### src/rtl/flagbus_pkg.sv
package flagbus_pkg;

    typedef enum logic [2:0] {
        ST_RESET     = 3'd0,
        ST_DIR_IDLE  = 3'd1,
        ST_DIR_SEL   = 3'd2,
        ST_POLL_WAIT = 3'd3,
        ST_POLL_SLOT = 3'd4
    } fb_state_t;

    function automatic logic fb_drives(input fb_state_t s);
        return (s == ST_DIR_SEL) || (s == ST_POLL_SLOT);
    endfunction

endpackage

### src/rtl/flagbus_mode.sv
module flagbus_mode (
    input  logic clk,
    input  logic rst,
    input  logic mode_strap,
    output logic poll_mode
);

    // Strap follows the pin only while reset is held, frozen afterwards
    always_ff @(posedge clk) begin
        if (rst) poll_mode <= mode_strap;
    end

    // latched mode never moves outside reset
    p_mode_hold_r1: assert property (@(posedge clk) disable iff (rst)
        !$past(rst) |-> $stable(poll_mode));

endmodule

### src/rtl/flagbus_fsm.sv
module flagbus_fsm
    import flagbus_pkg::*;
#(
    parameter int AW     = 3,
    parameter int DEV_ID = 1
) (
    input  logic          clk,
    input  logic          rst,
    input  logic          poll_mode,
    input  logic          strobe,
    input  logic          prog_pending,
    input  logic [AW-1:0] addr,
    input  logic          tok_in,
    output logic          drv_now,
    output logic          drv_next,
    output logic          slot_now
);

    localparam logic [AW-1:0] MY_ADDR = AW'(DEV_ID);
    localparam bit            HOLDER  = (DEV_ID == 1);

    fb_state_t state_q, state_n;
    logic      boot_tok;
    logic      sel_ok, hit;

    // Variant choice: only the ring head starts with the token
    generate
        if (HOLDER) begin : g_holder
            assign boot_tok = 1'b1;
        end else begin : g_follower
            assign boot_tok = 1'b0;
        end
    endgenerate

    assign sel_ok = strobe && !prog_pending;
    assign hit    = (addr == MY_ADDR);

    always_ff @(posedge clk) begin
        if (rst) state_q <= ST_RESET;
        else     state_q <= state_n;
    end

    always_comb begin
        state_n = state_q;
        unique case (state_q)
            ST_RESET: begin
                if (poll_mode)
                    state_n = (boot_tok || tok_in) ? ST_POLL_SLOT : ST_POLL_WAIT;
                else
                    state_n = (sel_ok && hit) ? ST_DIR_SEL : ST_DIR_IDLE;
            end
            ST_DIR_IDLE:  if (sel_ok && hit)  state_n = ST_DIR_SEL;
            ST_DIR_SEL:   if (sel_ok && !hit) state_n = ST_DIR_IDLE;
            ST_POLL_WAIT: if (tok_in)         state_n = ST_POLL_SLOT;
            ST_POLL_SLOT: state_n = tok_in ? ST_POLL_SLOT : ST_POLL_WAIT;
            default:      state_n = ST_RESET;
        endcase
    end

    always_comb begin
        drv_now  = fb_drives(state_q);
        drv_next = fb_drives(state_n);
        slot_now = (state_q == ST_POLL_SLOT);
    end

    // a token arrival opens the slot on the next cycle
    p_poll_enter_r4: assert property (@(posedge clk) disable iff (rst)
        (poll_mode && tok_in) |=> slot_now);

    // without a fresh token the slot closes
    p_poll_leave_r4: assert property (@(posedge clk) disable iff (rst)
        (poll_mode && slot_now && !tok_in) |=> !slot_now);

    // no slot ever opens in direct mode
    p_direct_quiet_r10: assert property (@(posedge clk) disable iff (rst)
        !poll_mode |-> !slot_now);

    // strobes are refused while configuration is pending
    p_busy_hold_r9: assert property (@(posedge clk) disable iff (rst)
        (!poll_mode && prog_pending && !drv_now) |=> !drv_now);

    // an accepted matching strobe selects the device
    p_select_r7: assert property (@(posedge clk) disable iff (rst)
        (!poll_mode && strobe && !prog_pending && addr == MY_ADDR) |=> drv_now);

endmodule

### src/rtl/flagbus_drive.sv
module flagbus_drive #(
    parameter int FW = 4
) (
    input  logic          clk,
    input  logic          rst,
    input  logic          load,
    input  logic          oe_in,
    input  logic [FW-1:0] flags_in,
    output logic [FW-1:0] bus_out,
    output logic          bus_oe
);

    logic [FW-1:0] cap_q;

    always_ff @(posedge clk) begin
        if (rst)       cap_q <= '0;
        else if (load) cap_q <= flags_in;
    end

    always_comb begin
        bus_oe  = oe_in;
        bus_out = oe_in ? cap_q : '0;
    end

    // the bus shows the flags sampled at the loading edge
    p_capture_r6: assert property (@(posedge clk) disable iff (rst)
        load |=> (bus_out == $past(flags_in)));

endmodule

### src/rtl/flagbus_port.sv
module flagbus_port #(
    parameter int AW     = 3,
    parameter int FW     = 4,
    parameter int DEV_ID = 1
) (
    input  logic          clk,
    input  logic          rst,
    input  logic          mode_strap,
    input  logic          sel_strobe,
    input  logic [AW-1:0] sel_addr,
    input  logic          prog_pending,
    input  logic          tok_in,
    output logic          tok_out,
    output logic          sync_out,
    input  logic [FW-1:0] flags_in,
    output logic [FW-1:0] bus_out,
    output logic          bus_oe
);

    logic poll_mode;
    logic drv_now, drv_next, slot_now;

    flagbus_mode u_mode (
        .clk        (clk),
        .rst        (rst),
        .mode_strap (mode_strap),
        .poll_mode  (poll_mode)
    );

    flagbus_fsm #(.AW(AW), .DEV_ID(DEV_ID)) u_fsm (
        .clk          (clk),
        .rst          (rst),
        .poll_mode    (poll_mode),
        .strobe       (sel_strobe),
        .prog_pending (prog_pending),
        .addr         (sel_addr),
        .tok_in       (tok_in),
        .drv_now      (drv_now),
        .drv_next     (drv_next),
        .slot_now     (slot_now)
    );

    flagbus_drive #(.FW(FW)) u_drive (
        .clk      (clk),
        .rst      (rst),
        .load     (drv_next),
        .oe_in    (drv_now),
        .flags_in (flags_in),
        .bus_out  (bus_out),
        .bus_oe   (bus_oe)
    );

    assign tok_out  = slot_now;
    assign sync_out = slot_now;

    // an undriven port contributes nothing to the shared bus
    p_idle_zero_r12: assert property (@(posedge clk) disable iff (rst)
        !bus_oe |-> (bus_out == '0));

    // sync marks a cycle in which this device owns the bus
    p_sync_owns_r5: assert property (@(posedge clk) disable iff (rst)
        sync_out |-> bus_oe);

endmodule

### config.mk
export PLATFORM = sky130hd
export DESIGN_NAME = flagbus_port
export DESIGN_NICKNAME = d
export VERILOG_FILES = /design/src/rtl/flagbus_pkg.sv /design/src/rtl/flagbus_mode.sv /design/src/rtl/flagbus_fsm.sv /design/src/rtl/flagbus_drive.sv /design/src/rtl/flagbus_port.sv
export SDC_FILE = /design/constraint.sdc
export NUM_CORES = 1
export LEC_CHECK = 0
export ABC_AREA = 1
export ABC_CLOCK_PERIOD_IN_PS = 1350
export CAP_MARGIN = 0
export CELL_PAD_IN_SITES_DETAIL_PLACEMENT = 1
export CELL_PAD_IN_SITES_GLOBAL_PLACEMENT = 2
export CORE_MARGIN = 2
export CORE_UTILIZATION = 28
export CTS_CLUSTER_SIZE = 25
export DETAILED_ROUTE_END_ITERATION = 8
export DONT_BUFFER_PORTS = 1
export GPL_ROUTABILITY_DRIVEN = 0
export PLACE_DENSITY = 0.79
export SLEW_MARGIN = 20
export SYNTH_ARGS = -nofsm -noshare
export SYNTH_HDL_FRONTEND = slang
export SYNTH_SLANG_ARGS = --single-unit
### constraint.sdc
create_clock -name clk -period 1.35 [get_ports clk]
set_input_delay 0.27 -clock clk [delete_from_list [all_inputs] [get_ports clk]]
set_output_delay 0.27 -clock clk [all_outputs]
set_load 0.01 [all_outputs]
## Word level (Yosys, flattened, before mapping)

Cells that the tools add are included.
Widths: inputs -> output; s select.

- Equality and inequality tests: 7
- Multiplexer cells: 8
- Reduce and logical (&&, ||, !) cells: 8

Operators by type and width:

| kind | count |
|---|---|
| $mux 3 | 5 |
| $pmux 3 s5 | 1 |
| $eq 3x2->1 const B | 3 |
| $eq 3x1->1 const B | 2 |
| $eq 3x3->1 const B | 2 |
| $mux 4 | 1 |
| $logic_and 1x1->1 | 3 |
| $logic_not 3->1 | 1 |
| $logic_not 1->1 | 2 |
| $logic_or 1x1->1 | 2 |
| $mux 2 | 1 |

- Bits in registers: 8
- Input bits: 13
- Output and inout port bits: 7
- Word-level logic and storage cells: 26

## Longest topological paths before layout

- Depth after elaboration: 8
- Gate-level depth with buffers: 10
- Gate-level depth less buffers: 10

## Modules after synthesis

From an unflattened synthesis, not the netlist that was laid out.

- Cells, all modules: 82
- Area total of the unflattened synthesis: 501.7 µm²

Modules (own cells, without submodules):

| module | times used | cells an instance | area an instance (µm²) |
|---|---|---|---|
| flagbus_fsm | 1 | 45 | 254.0 |
| flagbus_drive | 1 | 35 | 210.2 |
| flagbus_mode | 1 | 1 | 30.0 |
| flagbus_port | 1 | 1 | 7.5 |

## Worst setup path before layout

OpenSTA, ideal clock, no wires.

- Path kind: register to output
- Start: register u_fsm.state_q[0]
- End: output port bus_out[0]
- Data arrival time: 0.937 ns
- Setup slack: 0.143 ns
- Cell stages (with the launch flop): 6
- Path through: dfxtp_1 > nor2_2 > nand2_2 > inv_1 > nor2_1 > nor2_1

- Word-level cells in the longest chain between the ends: 3

Ends and longest elaborated chain:

| what | RTL line | text |
|---|---|---|
| start: declaration | flagbus_fsm.sv:22 | `fb_state_t state_q, state_n;` |
| start signal: assignment | flagbus_fsm.sv:40 | `else state_q <= state_n;` |
| $eq 3x3->1 | - |  |
| named net sync_out | flagbus_port.sv:14 | `output logic sync_out,` |
| $logic_or 1x1->1 | flagbus_pkg.sv:12 | `return (s == ST_DIR_SEL) \|\| (s == ST_POLL_SLOT);` |
| $mux 4 | flagbus_drive.sv:22 | `bus_out = oe_in ? cap_q : '0;` |
| end: declaration | flagbus_port.sv:16 | `output logic [FW-1:0] bus_out,` |

The timed path passes the listed nets, and every way through them passes these cells.

## Worst setup path in the final report

- Start: register u_fsm.state_q[0]
- End: output port bus_out[0]

- Word-level cells in the longest chain between the ends: 3

Ends and longest elaborated chain:

| what | RTL line |
|---|---|
| $eq 3x2->1 / $eq 3x3->1 (equally long branches) | flagbus_pkg.sv:12 |
| $logic_or 1x1->1 (*) | flagbus_pkg.sv:12 |
| $mux 4 (*) | flagbus_drive.sv:22 |

Every way passes the cells marked *; elsewhere a longest branch is shown, timed or not.

==> metrics.md <==
| Metric | Value |
|---|---|
| VDD IR max | 384 µV |
| Worst Setup End Kind | output pin |
| Starting density of the core | 0.296 |
| Required time of the critical path | 1.08 ns |
| Synth Area per Inst | 6.01 µm² |
| Clock skew | 0.00441 ns |
| Area post-placement | 542 µm² |
| Ports | 20 |
| Failing checks | negative setup slack |
| Initial DRC count | 4 |
| Register share of total power | 0.394 |
| P_int | 0.493 mW |
| Number of global-route vias before repair | 451 |
| Post-synth top area share | 0.275 |
| Pins Over Slew Limit | 0 |
| Max clock buf depth | 2 |
| Mapped cell area | 510 µm² |
| Worst min path class | in -> reg |
| Switch Pwr | 0.300 mW |
| Vias per inst | 4.27 |
| Std-Cell Rows | 15 |
| Initial antenna violation count | 0 |
| Slew Limit Headroom | 0.789 |
| WL final | 1190 µm |
| Placed Cells incl. Taps | 110 |
| Netlist cell types | 15 |
| CTS tree | built |
| PwrDens | 1160 mW/mm² |
| # setup viols final | 5 |
| IO Port Bufs | 0 |
| Core Footprint | 0.00173 mm² |
| Max-cap violation count | 0 |
| Yosys reg bits | 8 |
| Post-route antenna net violation count | 0 |
| ANT cells | 0 |
| Peak Freq | 722 MHz |
| End of the critical path | bus_out[0] |
| Reg2Reg Launch Point | u_fsm.state_q[2] |
| Clock input transition at the sequential cells of the worst setup and hold paths | 0.06 ns |
| Layout cell share with drive strength beyond 1 | 0.319 |
| First-pass detailed-route iteration total | 4 |
| Crit Path Class | reg -> out |
| Post-synth net total | 98 |
| Die ar. | 0.00218 mm² |
| Num CTS Buffers | 3 |
| Post-DP HPWL | 964 µm |
| Clock latency on the worst-skew pair | 0.25 ns |
| Post-route insts no fill | 116 |
| RSZ-0062 raised after global routing | true |
| Area growth syn-to-layout | 34.1% |
| Wire per inst | 10.3 µm |
| Power, Total | 0.793 mW |
| Die extent in y | 46.7 µm |
| Via count | 495 |
| Clk root buf | clkbuf_4 |
| Final-stage net count | 105 |
| Cell area after layout | 684 µm² |
| First-pass GRT wire length | 1800 µm |
| Switching Share | 0.379 |
| Clock share of power | 0.241 |
| Worst r2r path cells | 8 |
| R2R setup slack | 0.05 ns |
| Total gr overflow | 0 |
| CTS sink count | 8 |
| CP max FO | 5 |
| Yosys warnings | 0 |
| Largest net degree at the start of global routing | 8 |
| Fin worst setup slack | -0.0344 ns |
| WP data arrival | 1.11 ns |
| Cell count after synthesis | 85 |
| Reg2reg end | u_drive.cap_q[3] |
| Area contributors post-synth | dfxtp_1 (27%), inv_1 (16%), nor2_1 (13%) |
| Remaining DRCs | 0 |
| LEAKAGE | 0.352 nW |
| Worst Max-Slew Pin Slew | 0.316 ns |
| Tmin final | 1.38 ns |
| Fill cell count | 235 |
| H-tree Lvls | 1 |
| Die X | 46.7 µm |
| Register area share after synthesis | 0.333 |
| CP Launch Type | register |
| Worst Setup Slack post-DPL | 0.0116 ns |
| Combinational power share | 0.365 |
| Worst Setup SP | u_fsm.state_q[0] |
| Tot GR Track Use | 0.117 |
| Status | complete, but fails checks |
| Final hold vios | 0 |
| Area leader, netlist | dfxtp_1 |
| Crit share post-route | 1.03 |
[sequential cells by signal (all words and copies together), names as in the netlist]
| signal | count |
|---|---|
| u_fsm.state_q | 3 |
| u_mode.poll_mode | 1 |
| u_drive.cap_q | 4 |
[routing by layer]
metal	vias up	track usage	wire length, µm
met3	2	0.00784	66
met5	-	0	0
met1	216	0.162	501
met4	0	0.0722	20
met2	18	0.175	601
li1	259	-	-
[per-stage QoR]
step	TNS (ns)	utilization	hold slack [ns]
2_1_floorplan	0	-	0.369
3_3_place_gp	0	0.314	0.369
3_5_place_dp	0	0.314	0.369
4_1_cts	-0.209	0.371	0.115
5_1_grt	-0.852	0.396	0.103
6_report	-0.158	0.396	0.115
[synthesized netlist by cell type]
cell / count
buf_4: 1
dfxtp_1: 7
edfxtp_1: 1
inv_1: 22
inv_2: 2
nand2_1: 15
nand2_2: 2
nand3_1: 9
nand3_2: 1
nand4_1: 2
nor2_1: 18
nor2_2: 2
nor2_4: 1
nor3_2: 1
o21ai_0: 1
[logic make-up (layout without fill, tap and decap cells)]
family	count (synthesis)	in the layout	share of synthesized area
buf+inv	25	31	0.191
compound gates	1	1	0.00979
simple gates	51	51	0.466
flops	8	8	0.333
[power by group through the flow]
stage               registers [mW]  logic [mW]  clock network [mW]
finish                       0.312       0.289               0.191
global route                 0.319       0.328               0.213
CTS                          0.313       0.265               0.191
detailed placement           0.311       0.223                   0
global placement             0.310       0.218                   0
floorplan                    0.303       0.185                   0
[worst max-delay path: stages (launching register included)]
cell,delay (ns)
dfxtp_4,0.39
nor2_4,0.05
nand2_2,0.06
inv_2,0.05
nor2_4,0.26
nor2_4,0.07
[final cells by class]
cell class              count  area, µm²  share of cell area
clock buffers               4       26.3              0.0384
inverters                  24       95.1               0.139
multi-input cells          52        324               0.473
flip-flops and latches      8        181               0.265
well taps                  25       31.3              0.0457
repair buffers              3       26.3              0.0384
[timing repair]
action,CTS,global route
hold buffers,0,0
pin swaps,3,8
resized for setup,22,9
endpoints found under the setup margin,5,9
setup buffers,2,1
[cell usage in the layout (no fill, tap or decap), drive strengths merged]
cell     n
clkbuf   4
edfxtp   1
buf      3
nand2   17
nor2    21
nand3   10
inv     24
nor3     1
nand4    2
o21ai    1
dfxtp    7
[how the worst min path moves through the flow]
stage / slack, ns / cells past startpoint / startpoint / end
after floorplan: 0.37 / 0 / mode_strap / u_mode.poll_mode
after global placement: 0.37 / 0 / mode_strap / u_mode.poll_mode
after detailed placement: 0.37 / 0 / mode_strap / u_mode.poll_mode
after CTS: 0.11 / 0 / mode_strap / u_mode.poll_mode
after global routing: 0.10 / 0 / mode_strap / u_mode.poll_mode
final: 0.11 / 0 / mode_strap / u_mode.poll_mode
No activity file was read; power rests on OpenSTA's default activity.
